File: config.mk
export PLATFORM = sky130hd
export DESIGN_NAME = sd_spi_init
export DESIGN_NICKNAME = d
export VERILOG_FILES = /design/src/rtl/sdi_pkg.sv /design/src/rtl/sdi_count.sv /design/src/rtl/sdi_xfer.sv /design/src/rtl/sdi_frame_rom.sv /design/src/rtl/sd_spi_init.sv
export SDC_FILE = /design/constraint.sdc
export NUM_CORES = 1
export LEC_CHECK = 0
export BUFFER_PORTS_ARGS = -buffer_cell sky130_fd_sc_hd__buf_2
export CAP_MARGIN = 10
export CORE_ASPECT_RATIO = 1.25
export CORE_MARGIN = 1.5
export CORE_UTILIZATION = 55
export DETAILED_ROUTE_END_ITERATION = 12
export PLACE_DENSITY = 0.76
export SYNTH_ARGS = -nofsm -noshare
export SYNTH_HDL_FRONTEND = slang
export SYNTH_SLANG_ARGS = --single-unit
File: constraint.sdc
create_clock -name clk -period 4.4 [get_ports clk]
set_input_delay 0.66 -clock clk [delete_from_list [all_inputs] [get_ports clk]]
set_output_delay 0.66 -clock clk [all_outputs]
set_load 0.02 [all_outputs]
File: src/rtl/sdi_pkg.sv
package sdi_pkg;

    localparam logic [7:0] FILL_BYTE   = 8'hFF;
    localparam logic [7:0] R1_MASK     = 8'h7E;
    localparam logic [7:0] ECHO_VOLT   = 8'h01;
    localparam logic [7:0] ECHO_PAT    = 8'hAA;
    localparam int         FRAME_BYTES = 6;
    localparam int         TAIL_BYTES  = 4;
    localparam int         CAP_BIT     = 6;

    typedef enum logic [3:0] {
        PH_IDLE, PH_DRAIN, PH_WAKE, PH_PRE, PH_CMD,
        PH_POLL, PH_TAIL, PH_FINISH, PH_DONE, PH_FAIL
    } phase_e;

    typedef enum logic [2:0] {
        C_RESET, C_IFCOND, C_APPPFX, C_OPCOND, C_OCR, C_BLKLEN
    } cmd_e;

    typedef struct packed {
        phase_e ph;
        cmd_e   cmd;
        logic   hc;
        logic   blk;
    } seq_t;

    function automatic logic [7:0] frame_byte(cmd_e c, logic hc, logic [2:0] i);
        logic [5:0]  idx;
        logic [31:0] arg;
        logic [7:0]  chk;
        idx = 6'd0; arg = 32'h0; chk = 8'hFF;
        case (c)
            C_RESET:  begin idx = 6'd0;  chk = 8'h95; end
            C_IFCOND: begin idx = 6'd8;  arg = 32'h0000_01AA; chk = 8'h87; end
            C_APPPFX: idx = 6'd55;
            C_OPCOND: begin idx = 6'd41; arg = hc ? 32'h4000_0000 : 32'h0; end
            C_OCR:    idx = 6'd58;
            C_BLKLEN: begin idx = 6'd16; arg = 32'h0000_0200; end
            default:  idx = 6'd0;
        endcase
        case (i)
            3'd0:    frame_byte = {2'b01, idx};
            3'd1:    frame_byte = arg[31:24];
            3'd2:    frame_byte = arg[23:16];
            3'd3:    frame_byte = arg[15:8];
            3'd4:    frame_byte = arg[7:0];
            default: frame_byte = chk;
        endcase
    endfunction

endpackage

File: src/rtl/sdi_count.sv
module sdi_count #(
    parameter int W = 8
) (
    input  logic         clk,
    input  logic         rst,
    input  logic         clr,
    input  logic         inc,
    output logic [W-1:0] q
);
    always_ff @(posedge clk) begin
        if (rst || clr) q <= '0;
        else if (inc)   q <= q + 1'b1;
    end
endmodule

File: src/rtl/sdi_xfer.sv
module sdi_xfer (
    input  logic clk,
    input  logic rst,
    input  logic want,
    input  logic ack,
    output logic go,
    output logic pending
);
    assign go = want && !pending;

    always_ff @(posedge clk) begin
        if (rst)       pending <= 1'b0;
        else if (go)   pending <= 1'b1;
        else if (ack)  pending <= 1'b0;
    end
endmodule

File: src/rtl/sdi_frame_rom.sv
module sdi_frame_rom
    import sdi_pkg::*;
(
    input  cmd_e       cmd,
    input  logic       hc,
    input  logic [2:0] idx,
    output logic [7:0] data
);
    assign data = frame_byte(cmd, hc, idx);
endmodule

File: src/rtl/sd_spi_init.sv
module sd_spi_init
    import sdi_pkg::*;
#(
    parameter int WAKE_BYTES = 16,
    parameter int PRE_BYTES  = 2,
    parameter int POLL_LIMIT = 256
) (
    input  logic       clk,
    input  logic       rst,
    input  logic       start,
    output logic       spi_go,
    output logic [7:0] spi_txd,
    input  logic       spi_ack,
    input  logic [7:0] spi_rxd,
    output logic       spi_cs_n,
    output logic       spi_en,
    output logic       done,
    output logic       error,
    output logic       block_addressed
);
    localparam int MAXC  = (POLL_LIMIT > WAKE_BYTES) ? POLL_LIMIT : WAKE_BYTES;
    localparam int CNT_W = ($clog2(MAXC) < 3) ? 3 : $clog2(MAXC);
    localparam logic [CNT_W-1:0] WAKE_LAST  = CNT_W'(WAKE_BYTES - 1);
    localparam logic [CNT_W-1:0] PRE_LAST   = CNT_W'(PRE_BYTES - 1);
    localparam logic [CNT_W-1:0] FRAME_LAST = CNT_W'(FRAME_BYTES - 1);
    localparam logic [CNT_W-1:0] POLL_LAST  = CNT_W'(POLL_LIMIT - 1);
    localparam logic [CNT_W-1:0] TAIL_LAST  = CNT_W'(TAIL_BYTES - 1);

    seq_t             ctl, nxt;
    logic [CNT_W-1:0] cnt;
    logic             cnt_clr, cnt_inc;
    logic             want, pending, fire, r1_ok;
    logic [7:0]       rom_byte;

    sdi_count #(.W(CNT_W)) u_cnt (
        .clk(clk), .rst(rst), .clr(cnt_clr), .inc(cnt_inc), .q(cnt)
    );

    sdi_xfer u_xfer (
        .clk(clk), .rst(rst), .want(want), .ack(spi_ack),
        .go(spi_go), .pending(pending)
    );

    sdi_frame_rom u_rom (
        .cmd(ctl.cmd), .hc(ctl.hc), .idx(cnt[2:0]), .data(rom_byte)
    );

    // byte-issuing phases and the port pins
    always_comb begin
        want = 1'b0;
        case (ctl.ph)
            PH_WAKE, PH_PRE, PH_CMD, PH_POLL, PH_TAIL, PH_FINISH: want = !start;
            default: want = 1'b0;
        endcase
    end

    assign spi_txd  = (ctl.ph == PH_CMD) ? rom_byte : FILL_BYTE;
    assign spi_cs_n = !(ctl.ph inside {PH_PRE, PH_CMD, PH_POLL, PH_TAIL, PH_FINISH});
    assign spi_en   = (ctl.ph != PH_IDLE);
    assign done     = (ctl.ph == PH_DONE);
    assign error    = (ctl.ph == PH_FAIL);
    assign block_addressed = ctl.blk;

    assign fire  = spi_ack && pending;
    assign r1_ok = ((spi_rxd & R1_MASK) == 8'h00);

    always_comb begin
        nxt     = ctl;
        cnt_clr = 1'b0;
        cnt_inc = 1'b0;
        if (start) begin
            nxt.ph  = (pending && !spi_ack) ? PH_DRAIN : PH_WAKE;
            nxt.cmd = C_RESET;
            nxt.hc  = 1'b0;
            nxt.blk = 1'b0;
            cnt_clr = 1'b1;
        end else begin
            case (ctl.ph)
                PH_DRAIN: if (spi_ack) begin nxt.ph = PH_WAKE; cnt_clr = 1'b1; end
                PH_WAKE: if (fire) begin
                    if (cnt == WAKE_LAST) begin nxt.ph = PH_PRE; cnt_clr = 1'b1; end
                    else cnt_inc = 1'b1;
                end
                PH_PRE: if (fire) begin
                    if (cnt == PRE_LAST) begin nxt.ph = PH_CMD; cnt_clr = 1'b1; end
                    else cnt_inc = 1'b1;
                end
                PH_CMD: if (fire) begin
                    if (cnt == FRAME_LAST) begin nxt.ph = PH_POLL; cnt_clr = 1'b1; end
                    else cnt_inc = 1'b1;
                end
                PH_POLL: if (fire) begin
                    if (!spi_rxd[7]) begin
                        cnt_clr = 1'b1;
                        nxt.ph  = PH_PRE;
                        case (ctl.cmd)
                            C_RESET:  if (r1_ok) nxt.cmd = C_IFCOND; else nxt.ph = PH_FAIL;
                            C_IFCOND: if (r1_ok) nxt.ph = PH_TAIL;
                                      else begin nxt.hc = 1'b0; nxt.cmd = C_APPPFX; end
                            C_APPPFX: if (r1_ok) nxt.cmd = C_OPCOND; else nxt.ph = PH_FAIL;
                            C_OPCOND: if (spi_rxd == 8'h00) nxt.cmd = ctl.hc ? C_OCR : C_BLKLEN;
                                      else if (spi_rxd == 8'h01) nxt.cmd = C_APPPFX;
                                      else nxt.ph = PH_FAIL;
                            C_OCR:    nxt.ph = PH_TAIL;
                            C_BLKLEN: nxt.ph = (spi_rxd == 8'h00) ? PH_FINISH : PH_FAIL;
                            default:  nxt.ph = PH_FAIL;
                        endcase
                    end else if (cnt == POLL_LAST) begin
                        cnt_clr = 1'b1;
                        if (ctl.cmd == C_IFCOND) begin
                            nxt.ph = PH_PRE; nxt.hc = 1'b0; nxt.cmd = C_APPPFX;
                        end else nxt.ph = PH_FAIL;
                    end else cnt_inc = 1'b1;
                end
                PH_TAIL: if (fire) begin
                    cnt_inc = 1'b1;
                    if (ctl.cmd == C_IFCOND) begin
                        if (cnt == CNT_W'(2) && spi_rxd != ECHO_VOLT) nxt.ph = PH_FAIL;
                        if (cnt == TAIL_LAST) begin
                            cnt_clr = 1'b1;
                            if (spi_rxd != ECHO_PAT) nxt.ph = PH_FAIL;
                            else begin nxt.ph = PH_PRE; nxt.hc = 1'b1; nxt.cmd = C_APPPFX; end
                        end
                    end else begin
                        if (cnt == '0) nxt.blk = spi_rxd[CAP_BIT];
                        if (cnt == TAIL_LAST) begin
                            cnt_clr = 1'b1;
                            if (ctl.blk) nxt.ph = PH_FINISH;
                            else begin nxt.ph = PH_PRE; nxt.cmd = C_BLKLEN; end
                        end
                    end
                end
                PH_FINISH: if (fire) nxt.ph = PH_DONE;
                default: nxt = ctl;
            endcase
        end
    end

    always_ff @(posedge clk) begin
        if (rst) ctl <= '{ph: PH_IDLE, cmd: C_RESET, hc: 1'b0, blk: 1'b0};
        else     ctl <= nxt;
    end

    // an issue strobe is never followed directly by another
    assert_single_issue_R12: assert property (@(posedge clk) disable iff (rst)
        spi_go |=> !spi_go);

    // wake-up bytes are fill bytes with the card deselected
    assert_wake_deselected_R2: assert property (@(posedge clk) disable iff (rst)
        (ctl.ph == PH_WAKE && spi_go) |-> (spi_cs_n && spi_txd == FILL_BYTE));

    // start wipes the result flags
    assert_start_clears_R11: assert property (@(posedge clk) disable iff (rst)
        start |=> (!done && !error && !block_addressed));

    // the port is silent once a result is held
    assert_quiet_after_end_R10: assert property (@(posedge clk) disable iff (rst)
        (done || error) |-> !spi_go);

    // addressing flag holds while done stays high
    assert_blk_stable_R8: assert property (@(posedge clk) disable iff (rst)
        (done && $past(done)) |-> $stable(block_addressed));

    // success and failure are exclusive
    assert_result_exclusive_R1: assert property (@(posedge clk) disable iff (rst)
        !(done && error));

endmodule

==> reports/summary.txt <==
gr usage total -> 0.282
Synth Area in XOR/XNOR -> 0
Int Power -> 0.265 mW
TritonCTS sink count -> 18
CP endpoint -> spi_txd[6]
fraction of layout cells with a size suffix above 1 -> 0.171
Rel. slew slack -> 0.482
TritonCTS clock tree -> built
Die ar. -> 4010 um^2
Vias/cell -> 6.75
Initial DRT Pass Iterations -> 4
largest cells by area after synthesis -> dfxtp_1 18%, nand3_1 5.3%, a21oi_1 5.0%, nand2_1 4.7%, nor2_1 3.9%
Detail Route Antenna Nets -> 0
Layout Utilization -> 0.623
FF-to-FF End -> ctl[6]
cell taking the most area after synthesis -> dfxtp_1
Max Buffers Root-to-Sink -> 2
Worst EP arrival -> 2310 ps
min cycle time layout -> 2970 ps
Final setup viols -> 0
chip width -> 56.9 um
cts repair resizes -> 0
mux cell area share after synthesis -> 0.0300
overall power -> 0.368 mW
TritonCTS buffer count -> 3
cts hold-fix bufs -> 0
first-pass GRT wire length -> 9380 um
H-tree depth -> 1
VDD IR max -> 141 uV
Layout area overhead -> 8.51%
vias -> 2,234
most common cell in the netlist -> nand2_1
post-synthesis adder-cell area fraction -> 0.0313
num rows -> 24
cells after synthesis -> 277
synthesized area -> 2000 um^2
asr flop ratio synth -> 0
Comb pwr share -> 0.144
top_reg_cell synth -> dfxtp_1
antenna violations before repair -> 0
total routed wirelength -> 5530 um
max_cap viols -> 0
Final Cycle Share -> 0.676
CP max FO -> 17
Antenna Cells -> 0
Sw Share -> 0.279
Register Area -> 360 um^2
synth cell count leaders -> 25 x nand2_1, 21 x nand3_1, 21 x nor2_1
Starting Density -> 0.574
Reg power frac -> 0.466
R2R Path Start -> ctl[2]
Worst EP required -> 3740 ps
Pleak -> 0.758 nW
Iter 0 DRT Violations -> 146
die height -> 70.4 um
Final Net Count -> 310
Hold WC Path Type -> register to register
total grt overflow -> 0
footprint of the multi-input gates -> 1540 um^2
post-synthesis sequential area ratio -> 0.180
Max Slew Vio Count -> 0
GP Congestion -> 0.916
CTS root buffer -> clkbuf_8
syn avg cell area -> 7.22 um^2
Filler cells -> 337
core area -> 3480 um^2
post-CTS setup repair buffer count -> 0
Final HPWL DP -> 4160 um
Crit. End Element -> output pin
switching power -> 0.103 mW
crit path launch -> u_cnt.q[2]
fin area -> 2170 um^2
status -> finished, final reports clean
power per standard cell area -> 170 nW/um^2
unrepaired setup endpoints after global routing -> no
Port Buffers -> 25
Clk pwr share -> 0.390
number of synthesized flops with an enable pin -> 0
warning count from the yosys run -> 0
Fin. Hold Viols -> 0
syn nets -> 294
WS Path Type -> register to output pin
compound-cell area share of the yosys netlist -> 0.298
Final Skew -> 9.73 ps
Post-Synth Simple-Gate Area -> 0.412
Worst Setup Start Kind -> register
worst reg2reg path depth -> 6
top-area cell type share of the netlist area -> 0.180
clk slew on worst S/H paths -> 70 ps
area of placed instances -> 2110 um^2
Placed Cells -> 327
fmax -> 336 MHz
Synth cell types -> 62
vias in the first global route -> 2,053
drt wl/cell -> 16.7 um
Remaining DRCs -> 0
Slew @ Worst Pin -> 766 ps
flop2flop setup slack -> 1900 ps
Layout Cells excl Fill -> 331
FF+latch count, synth -> 18
largest net degree at the start of global routing -> 21
sum of negative setup slack -> 0 ps
Worst-Skew Late Latency -> 260 ps
I/O pin cnt -> 26
largest family of logic cells by synthesized area -> simple AND/OR/NAND/NOR gates
-- through the flow --
stage	worst slack, ps	hold slack [ps]
6_report	1430	490
3_3_place_gp	1810	482
4_1_cts	1480	488
5_1_grt	1250	545
3_5_place_dp	1780	477
2_1_floorplan	2090	457
-- area by class of cell --
cell class                 count  share of cell area
multi-input combinational    235               0.711
sequential                    18               0.166
timing repair buffer          25              0.0577
clock buffer                   4              0.0254
tap                           39              0.0225
inverter                      10              0.0173
-- cell families after synthesis --
kind of cell,count (synthesis)
adder cells (fa/ha/maj),5
multiplexers,6
AO/OA/AOI/OAI,83
flip-flops,18
buffers and inverters,24
AND/OR/NAND/NOR,141
-- worst min path at each step --
| stage | slack [ps] | startpoint | cells after the start | end |
|---|---|---|---|---|
| 3_5_place_dp | 480 | ctl[1] | 2 | ctl[1] |
| 2_1_floorplan | 460 | ctl[1] | 2 | ctl[1] |
| 5_1_grt | 540 | ctl[1] | 2 | ctl[1] |
| 3_3_place_gp | 480 | ctl[1] | 2 | ctl[1] |
| 4_1_cts | 490 | ctl[1] | 2 | ctl[1] |
| 6_report | 490 | ctl[1] | 2 | ctl[1] |
-- power groups by stage --
stage	clock network (mW)	logic, mW	registers [mW]
floorplan	0	0.0400	0.171
finish	0.144	0.0532	0.172
detailed placement	0	0.0524	0.175
global route	0.152	0.0581	0.172
global placement	0	0.0519	0.175
CTS	0.146	0.0527	0.171
-- sequential cells by signal (all words and copies together) (netlist names) --
| signal | flops |
|---|---|
| ctl | 8 |
| u_xfer.pending | 1 |
| u_cnt.q | 8 |
| block_addressed | 1 |
-- cell usage in the layout, fill, tap and decap left out, types with 4 or more instances in the layout --
cell	synthesis	final
dfxtp_1	18	18
o211ai_1	4	4
nand3_1	21	21
clkbuf_8	0	4
mux2i_1	6	6
nor3_1	12	12
buf_2	5	25
a21oi_1	20	20
o21ai_0	15	15
nor2b_1	10	10
nand2b_1	5	5
nor4_1	4	4
or2_2	5	5
nor2_1	21	21
inv_1	9	9
a211oi_1	4	4
and2_1	6	6
ha_1	5	5
a41oi_1	4	4
nand2_1	25	25
-- metal layers --
layer	vias to the layer above	global-route usage	wire, um
met5	-	0	0
met4	0	0.114	157
met3	13	0.0315	249
met2	72	0.461	2700
met1	1065	0.373	2430
li1	1084	-	-
-- worst max-delay path, cell delays in order, from the launching register on --
cell and delay (ps):
dfxtp_1 690, inv_1 170, ha_1 270, nor3_1 430, a21oi_1 180, o21ai_0 120, buf_2 190
Power figures use the tool's default switching activity.
